--- config.mk ---
export PLATFORM = sky130hd
export DESIGN_NAME = coord_avg_fifo
export DESIGN_NICKNAME = d
export VERILOG_FILES = /design/src/rtl/coord_fifo_pkg.sv /design/src/rtl/axis_averager.sv /design/src/rtl/pair_fifo.sv /design/src/rtl/irq_status.sv /design/src/rtl/coord_avg_fifo.sv
export SDC_FILE = /design/constraint.sdc
export NUM_CORES = 1
export LEC_CHECK = 0
export BUFFER_PORTS_ARGS = -buffer_cell sky130_fd_sc_hd__buf_2
export CAP_MARGIN = 20
export CORE_UTILIZATION = 60
export CTS_CLUSTER_SIZE = 14
export DETAILED_ROUTE_END_ITERATION = 8
export PLACE_DENSITY = 0.77
export SYNTH_ARGS = -nofsm -noshare
export SYNTH_HDL_FRONTEND = slang
export SYNTH_HIERARCHICAL = 1
export SYNTH_SLANG_ARGS = --single-unit
--- constraint.sdc ---
create_clock -name clk -period 15.34 [get_ports clk]
set_input_delay 3.835 -clock clk [delete_from_list [all_inputs] [get_ports clk]]
set_output_delay 3.835 -clock clk [all_outputs]
set_load 0.01 [all_outputs]
--- src/rtl/coord_fifo_pkg.sv ---
package coord_fifo_pkg;

    localparam int COORD_W  = 12;
    localparam int ACC_W    = 20;
    localparam int CODE_W   = 4;
    localparam int MAX_CODE = 8;
    localparam int WORD_W   = 32;
    localparam int STS_W    = 4;

    localparam int ST_PEN  = 0;
    localparam int ST_FIFO = 2;
    localparam int ST_OVF  = 3;

    localparam logic [STS_W-1:0] MASK_WRITABLE = 4'b0101;
    localparam logic [WORD_W-1:0] EMPTY_WORD  = '1;

    typedef struct packed {
        logic [COORD_W-1:0] y;
        logic [COORD_W-1:0] x;
    } coord_pair_t;

    typedef enum logic [1:0] {
        SEL_DATA   = 2'd0,
        SEL_STATUS = 2'd1,
        SEL_MASK   = 2'd2,
        SEL_SPARE  = 2'd3
    } reg_sel_e;

    function automatic logic [CODE_W-1:0] clamp_code(input logic [CODE_W-1:0] c);
        return (c > CODE_W'(MAX_CODE)) ? CODE_W'(MAX_CODE) : c;
    endfunction

    function automatic logic [WORD_W-1:0] pack_word(input coord_pair_t p);
        return {p.y, 4'b0000, p.x, 4'b0000};
    endfunction

endpackage

--- src/rtl/axis_averager.sv ---
module axis_averager #(
    parameter int COORD_W = 12,
    parameter int ACC_W   = 20,
    parameter int CODE_W  = 4
) (
    input  logic               clk,
    input  logic               rst,
    input  logic               valid,
    input  logic [COORD_W-1:0] sample,
    input  logic [CODE_W-1:0]  code,
    output logic               push,
    output logic [COORD_W-1:0] avg
);
    localparam int CNT_W = ACC_W - COORD_W + 1;

    logic [ACC_W-1:0] acc;
    logic [ACC_W-1:0] sum;
    logic [ACC_W-1:0] shifted;
    logic [CNT_W-1:0] cnt;
    logic [CNT_W-1:0] last_idx;

    always_comb begin
        last_idx = (CNT_W'(1) << code) - CNT_W'(1);
        sum      = acc + {{(ACC_W-COORD_W){1'b0}}, sample};
        shifted  = sum >> code;
        avg      = shifted[COORD_W-1:0];
        push     = valid && (cnt >= last_idx);
    end

    always_ff @(posedge clk) begin
        if (rst) begin
            acc <= '0;
            cnt <= '0;
        end else if (valid) begin
            if (push) begin
                acc <= '0;
                cnt <= '0;
            end else begin
                acc <= sum;
                cnt <= cnt + CNT_W'(1);
            end
        end
    end

    AST_ACC_RESTART: assert property (@(posedge clk) disable iff (rst)
        push |=> (acc == '0) && (cnt == '0));

endmodule

--- src/rtl/pair_fifo.sv ---
module pair_fifo #(
    parameter int DEPTH  = 32,
    parameter int DATA_W = 24
) (
    input  logic                       clk,
    input  logic                       rst,
    input  logic                       push,
    input  logic                       pop,
    input  logic [DATA_W-1:0]          din,
    output logic [DATA_W-1:0]          dout,
    output logic [$clog2(DEPTH):0]     count,
    output logic                       empty,
    output logic                       drop
);
    localparam int AW    = $clog2(DEPTH);
    localparam int CNT_W = AW + 1;

    logic [DATA_W-1:0] mem [DEPTH];
    logic [AW-1:0]     wr_ptr;
    logic [AW-1:0]     rd_ptr;
    logic              full;
    logic              do_pop;
    logic              do_push;

    always_comb begin
        empty   = (count == '0);
        full    = (count == CNT_W'(DEPTH));
        do_pop  = pop && !empty;
        do_push = push && (!full || do_pop);
        drop    = push && !do_push;
        dout    = mem[rd_ptr];
    end

    always_ff @(posedge clk) begin
        if (do_push) mem[wr_ptr] <= din;
    end

    always_ff @(posedge clk) begin
        if (rst) begin
            wr_ptr <= '0;
            rd_ptr <= '0;
            count  <= '0;
        end else begin
            if (do_push) wr_ptr <= wr_ptr + AW'(1);
            if (do_pop)  rd_ptr <= rd_ptr + AW'(1);
            case ({do_push, do_pop})
                2'b10:   count <= count + CNT_W'(1);
                2'b01:   count <= count - CNT_W'(1);
                default: count <= count;
            endcase
        end
    end

    AST_FULL_HOLD: assert property (@(posedge clk) disable iff (rst)
        (full && push && !pop) |=> (count == CNT_W'(DEPTH)));
    AST_FULL_SWAP: assert property (@(posedge clk) disable iff (rst)
        (full && push && pop) |=> (count == CNT_W'(DEPTH)));
    AST_EMPTY_NOPOP: assert property (@(posedge clk) disable iff (rst)
        (empty && pop && !push) |=> empty);

endmodule

--- src/rtl/irq_status.sv ---
module irq_status
    import coord_fifo_pkg::*;
(
    input  logic             clk,
    input  logic             rst,
    input  logic             pen_evt,
    input  logic             level_hit,
    input  logic             drop,
    input  logic             wr_status,
    input  logic             wr_mask,
    input  logic [STS_W-1:0] wdata,
    output logic [STS_W-1:0] status,
    output logic [STS_W-1:0] mask,
    output logic             irq
);
    logic [STS_W-1:0] clr;

    always_comb clr = wr_status ? wdata : '0;

    always_ff @(posedge clk) begin
        if (rst) begin
            status <= '0;
            mask   <= '0;
            irq    <= 1'b0;
        end else begin
            status[ST_PEN]  <= pen_evt   | (status[ST_PEN]  & ~clr[ST_PEN]);
            status[1]       <= 1'b0;
            status[ST_FIFO] <= level_hit | (status[ST_FIFO] & ~clr[ST_FIFO]);
            status[ST_OVF]  <= drop      | (status[ST_OVF]  & ~clr[ST_OVF]);
            if (wr_mask) mask <= wdata & MASK_WRITABLE;
            irq <= |(status & mask);
        end
    end

    AST_PEN_SET: assert property (@(posedge clk) disable iff (rst)
        pen_evt |=> status[ST_PEN]);
    AST_LEVEL_REASSERT: assert property (@(posedge clk) disable iff (rst)
        level_hit |=> status[ST_FIFO]);
    AST_DROP_FLAG: assert property (@(posedge clk) disable iff (rst)
        drop |=> status[ST_OVF]);
    AST_NO_MASK_NO_IRQ: assert property (@(posedge clk) disable iff (rst)
        (mask == '0) |=> !irq);

endmodule

--- src/rtl/coord_avg_fifo.sv ---
module coord_avg_fifo
    import coord_fifo_pkg::*;
#(
    parameter int DEPTH = 32
) (
    input  logic                      clk,
    input  logic                      rst,
    input  logic                      smp_valid,
    input  logic [COORD_W-1:0]        smp_x,
    input  logic [COORD_W-1:0]        smp_y,
    input  logic [CODE_W-1:0]         avg_code,
    input  logic [$clog2(DEPTH)-1:0]  fifo_thresh,
    input  logic                      pen_evt,
    input  logic                      reg_wr,
    input  logic                      reg_rd,
    input  logic [1:0]                reg_addr,
    input  logic [STS_W-1:0]          reg_wdata,
    output logic [WORD_W-1:0]         reg_rdata,
    output logic                      irq
);
    localparam int AW     = $clog2(DEPTH);
    localparam int PAIR_W = 2 * COORD_W;
    localparam int AXES   = 2;

    logic [CODE_W-1:0]             code_eff;
    logic [AXES-1:0][COORD_W-1:0]  axis_in;
    logic [AXES-1:0][COORD_W-1:0]  axis_avg;
    logic [AXES-1:0]               axis_push;
    logic                          pair_push;
    coord_pair_t                   pair_in;
    coord_pair_t                   pair_out;
    logic [AW:0]                   fifo_count;
    logic                          fifo_empty;
    logic                          fifo_drop;
    logic                          data_pop;
    logic                          level_hit;
    logic [STS_W-1:0]              status;
    logic [STS_W-1:0]              mask;
    reg_sel_e                      sel;

    always_comb begin
        code_eff   = clamp_code(avg_code);
        axis_in[0] = smp_x;
        axis_in[1] = smp_y;
        pair_push  = &axis_push;
        pair_in.x  = axis_avg[0];
        pair_in.y  = axis_avg[1];
        sel        = reg_sel_e'(reg_addr);
        data_pop   = reg_rd && (sel == SEL_DATA);
        level_hit  = fifo_count >= {1'b0, fifo_thresh};
    end

    for (genvar g = 0; g < AXES; g++) begin : g_axis
        axis_averager #(
            .COORD_W(COORD_W),
            .ACC_W  (ACC_W),
            .CODE_W (CODE_W)
        ) u_avg (
            .clk   (clk),
            .rst   (rst),
            .valid (smp_valid),
            .sample(axis_in[g]),
            .code  (code_eff),
            .push  (axis_push[g]),
            .avg   (axis_avg[g])
        );
    end

    pair_fifo #(
        .DEPTH (DEPTH),
        .DATA_W(PAIR_W)
    ) u_fifo (
        .clk  (clk),
        .rst  (rst),
        .push (pair_push),
        .pop  (data_pop),
        .din  (pair_in),
        .dout (pair_out),
        .count(fifo_count),
        .empty(fifo_empty),
        .drop (fifo_drop)
    );

    irq_status u_irq (
        .clk      (clk),
        .rst      (rst),
        .pen_evt  (pen_evt),
        .level_hit(level_hit),
        .drop     (fifo_drop),
        .wr_status(reg_wr && (sel == SEL_STATUS)),
        .wr_mask  (reg_wr && (sel == SEL_MASK)),
        .wdata    (reg_wdata),
        .status   (status),
        .mask     (mask),
        .irq      (irq)
    );

    always_ff @(posedge clk) begin
        if (rst) begin
            reg_rdata <= '0;
        end else if (reg_rd) begin
            case (sel)
                SEL_DATA:   reg_rdata <= fifo_empty ? EMPTY_WORD : pack_word(pair_out);
                SEL_STATUS: reg_rdata <= {{(WORD_W-STS_W){1'b0}}, status};
                SEL_MASK:   reg_rdata <= {{(WORD_W-STS_W){1'b0}}, mask};
                default:    reg_rdata <= '0;
            endcase
        end
    end

    AST_EMPTY_MARK: assert property (@(posedge clk) disable iff (rst)
        (data_pop && fifo_empty) |=> (reg_rdata == EMPTY_WORD));
    AST_WORD_PAD: assert property (@(posedge clk) disable iff (rst)
        (data_pop && !fifo_empty) |=> (reg_rdata[19:16] == 4'b0) && (reg_rdata[3:0] == 4'b0));

endmodule

==> flow_summary.json <==
{
  "wl_um": 96200,
  "hpwl_um": 48100,
  "rows": 92,
  "path_max_fanout": 53,
  "diodes": 0,
  "drive_gt1_frac": 0.272,
  "ys_seq_elements": 882,
  "track_usage": 0.292,
  "drv_slew": 0,
  "dp.cells": 3044,
  "fin_skew_ns": 0.0342,
  "worst_pin_slew_ns": 1.22,
  "gp_congestion": 0.878,
  "die_w_um": 255,
  "synth_flop_cell": "edfxtp_1",
  "start_util": 0.607,
  "max_freq_mhz": 95.3,
  "swShare": 0.240,
  "dieArea_sq_mm": 0.0649,
  "wl_per_cell_um": 29.8,
  "p_sw_mw": 1.27,
  "drc": 0,
  "synth-edff-count": 768,
  "async_flop_share": 0,
  "hold-worst-slack_ns": 0.463,
  "ys.warnings.count": 6,
  "regArea_sq_mm": 0.0254,
  "ant_nets": 0,
  "post-cts-setup-buffer-count": 0,
  "syn_area_sq_mm": 0.0383,
  "r2r_setup_slack_ns": 9.82,
  "core-area_sq_mm": 0.0631,
  "grt_pass1_vias": 21500,
  "power_frac_seq": 0.518,
  "avgSynthCellArea_sq_um": 17.1,
  "overflow": 0,
  "comb_power_share": 0.091,
  "vdd_drop_max_v": 0.000101,
  "power-per-cell-area_mw_per_mm2": 124,
  "final-hold-violation-count": 0,
  "pwr-share-clk": 0.391,
  "htreeDepth": 3,
  "power_mw": 5.30,
  "cp_slowest_stage_delay_ns": 1.11,
  "finalCritPeriodShare": 0.684,
  "grt_max_degree": 112,
  "syn_to_final_growth_pct": 11.8,
  "yosys.cell_types.count": 70,
  "pin_count": 78,
  "clk_pin_slew_ns": 0.06,
  "cts_tree": "yes",
  "cts_resized": 0,
  "period_minus_slack_ns": 10.50,
  "clk_latency_ns": 0.65,
  "stdcell_count": 3227,
  "run_status": "complete, no violations",
  "clock_sinks": 882,
  "fillCellCount": 3942,
  "cellLeakagePower_nw": 13.8,
  "critPathCaptureType": "register",
  "ys_seq_area_frac": 0.661,
  "dr.pass1.iters": 5,
  "postCtsHoldBufs": 0,
  "rsz0062_at_grt": "no",
  "maxCapViolCount": 0,
  "dr.first_iter.drc_count": 2872,
  "crit_required_ns": 15.58,
  "max_slew_margin": 0.184,
  "cts_root_buf": "clkbuf_16",
  "setup_viol": 0,
  "multi_input_area_sq_mm": 0.0125,
  "grt_pass1_wl_um": 137000,
  "avgViaCountPerCell": 6.80,
  "cp_slowest_cell": "nor2_4",
  "hp-class": "register to register",
  "portBuffers": 76,
  "nNetsFinal": 2417,
  "die_y_um": 255,
  "cp-start-kind": "input port",
  "cts_inserted_buffers": 88,
  "antenna_found_initial": 1,
  "postSynthCellCount": 2235,
  "num_vias": 21900,
  "worstPathCellList": "buf_2, buf_4, nor2b_4, buf_4, inv_2, nand3_1, ha_1, nor4_1, a21o_1, a21oi_1, ha_1, inv_1, o21ai_0, a21oi_1, nor2_1, and2_1, o31a_1, nand2_1, nor2_4",
  "critPathKind": "input port to register",
  "final_core_util": 0.679,
  "cp.arrival_ns": 10.73,
  "cts_buffer_depth": 3,
  "finalSetupTns_ns": 0,
  "internal_power_mw": 4.02
}
power by group through the flow:
stage / Sequential [mW] / Clock (mW) / Combinational, mW
CTS: 2.74 / 2.08 / 0.467
global route: 2.74 / 2.18 / 0.520
global placement: 2.79 / 0 / 0.440
finish: 2.74 / 2.07 / 0.480
detailed placement: 2.80 / 0 / 0.463
floorplan: 2.79 / 0 / 0.323
Yosys cell counts, types with 5 or more instances:
| library cell | count | area, sq um |
|---|---|---|
| a31oi_1 | 14 | 87.6 |
| a32o_1 | 6 | 60.1 |
| nor3_1 | 14 | 70.1 |
| xnor2_1 | 34 | 298 |
| o22ai_1 | 6 | 37.5 |
| a211oi_1 | 28 | 210 |
| nand3_1 | 39 | 195 |
| mux2_2 | 31 | 349 |
| a21o_1 | 29 | 218 |
| o211ai_1 | 9 | 67.6 |
| ha_1 | 60 | 751 |
| o21bai_1 | 5 | 37.5 |
| o21a_1 | 8 | 60.1 |
| o21ai_2 | 19 | 166 |
| nand4b_1 | 7 | 61.3 |
| edfxtp_1 | 768 | 23100 |
| nand2_1 | 74 | 278 |
| xor2_1 | 28 | 245 |
| o21ai_1 | 6 | 30.0 |
| nor4_1 | 8 | 50.1 |
| mux4_2 | 260 | 5860 |
| nand2b_1 | 34 | 213 |
| dfxtp_1 | 114 | 2280 |
| nor2_1 | 139 | 522 |
| nand4_1 | 21 | 131 |
| buf_4 | 9 | 67.6 |
| mux2i_1 | 49 | 490 |
| a21oi_1 | 80 | 400 |
| clkbuf_1 | 71 | 267 |
| and3_1 | 6 | 37.5 |
| inv_1 | 41 | 154 |
| and2_1 | 6 | 37.5 |
| or2_2 | 5 | 31.3 |
| nor2b_1 | 15 | 93.8 |
| buf_2 | 28 | 140 |
| a311oi_1 | 10 | 87.6 |
| a21oi_2 | 19 | 166 |
| buf_1 | 25 | 93.8 |
| o21ai_0 | 35 | 175 |
final timing paths:
kind                                  to              startpoint  cells past startpoint
hold reg to reg   g_axis[0].u_avg/acc[8]  g_axis[0].u_avg/acc[8]                      2
setup reg to reg      u_fifo/mem[15][19]  g_axis[1].u_avg/cnt[0]                     14
hold / removal    g_axis[0].u_avg/acc[8]  g_axis[0].u_avg/acc[8]                      2
setup / recovery      u_fifo/mem[15][19]             avg_code[3]                     19
critical path, delay by kind of cell:
kind	cells	cell delay (ns)
buffers and inverters	5	1.32
AO/OA/AOI/OAI	5	1.53
adder cells (fa/ha/maj)	2	0.68
AND/OR/NAND/NOR	7	3.30
placed cells by master (no fill, tap or decap), types with 29 or more instances in the layout:
cell type / n
nor2_4: 32
edfxtp_1: 768
nand3_1: 39
nand2_1: 74
inv_1: 41
o21ai_0: 35
ha_1: 60
mux4_2: 260
nor2_1: 107
nand2b_1: 34
mux2i_1: 49
a21oi_1: 76
a21o_1: 29
buf_2: 75
xnor2_1: 34
clkbuf_16: 89
dfxtp_1: 110
mux2_2: 31
layout make-up:
type / count / share of cell area
multi-input combinational: 1173 / 0.292
timing repair buffer: 119 / 0.0232
clock buffer: 109 / 0.0542
tap: 846 / 0.0247
inverter: 45 / 0.00394
sequential: 882 / 0.592
clock inverter: 53 / 0.00938
state kept, by name (all words and copies together), names as in the netlist, named ones only:
register          count
reg_rdata            29
u_fifo/count          6
u_irq/status          3
u_irq/irq             1
u_irq/mask            2
g_axis.u_avg/acc     40
g_axis.u_avg/cnt     18
u_fifo/rd_ptr         5
u_fifo/mem          768
u_fifo/wr_ptr         5
logic make-up (layout without fill, tap and decap cells):
| logic type | Yosys count | count (layout) | synth area share |
|---|---|---|---|
| flip-flops | 882 | 882 | 0.661 |
| AND/OR/NAND/NOR | 384 | 384 | 0.0484 |
| multiplexers | 342 | 342 | 0.176 |
| AO/OA/AOI/OAI | 319 | 319 | 0.0588 |
| buffers and inverters | 182 | 326 | 0.0204 |
| adder cells (fa/ha/maj) | 63 | 63 | 0.0212 |
| XOR/XNOR | 62 | 62 | 0.0142 |
| other | 1 | 3 | 0.0000979 |
through the flow:
| stage | cell area, sq um | worst slack [ns] |
|---|---|---|
| 2_1_floorplan | 38300 | 5.81 |
| 3_3_place_gp | 39700 | 4.48 |
| 3_5_place_dp | 39700 | 4.25 |
| 4_1_cts | 42400 | 4.88 |
| 5_1_grt | 42800 | 4.61 |
| 6_report | 42800 | 4.84 |
metal layers:
metal / up-vias / track usage / part of all wire / wire length (um)
met5: - / 0 / 0 / 0
met4: 0 / 0.109 / 0.031 / 3000
met3: 185 / 0.0432 / 0.090 / 8620
met2: 1390 / 0.483 / 0.50 / 48200
met1: 11200 / 0.399 / 0.38 / 36300
li1: 9148 / - / - / -
Note: power is estimated with default switching activity, not from simulation.
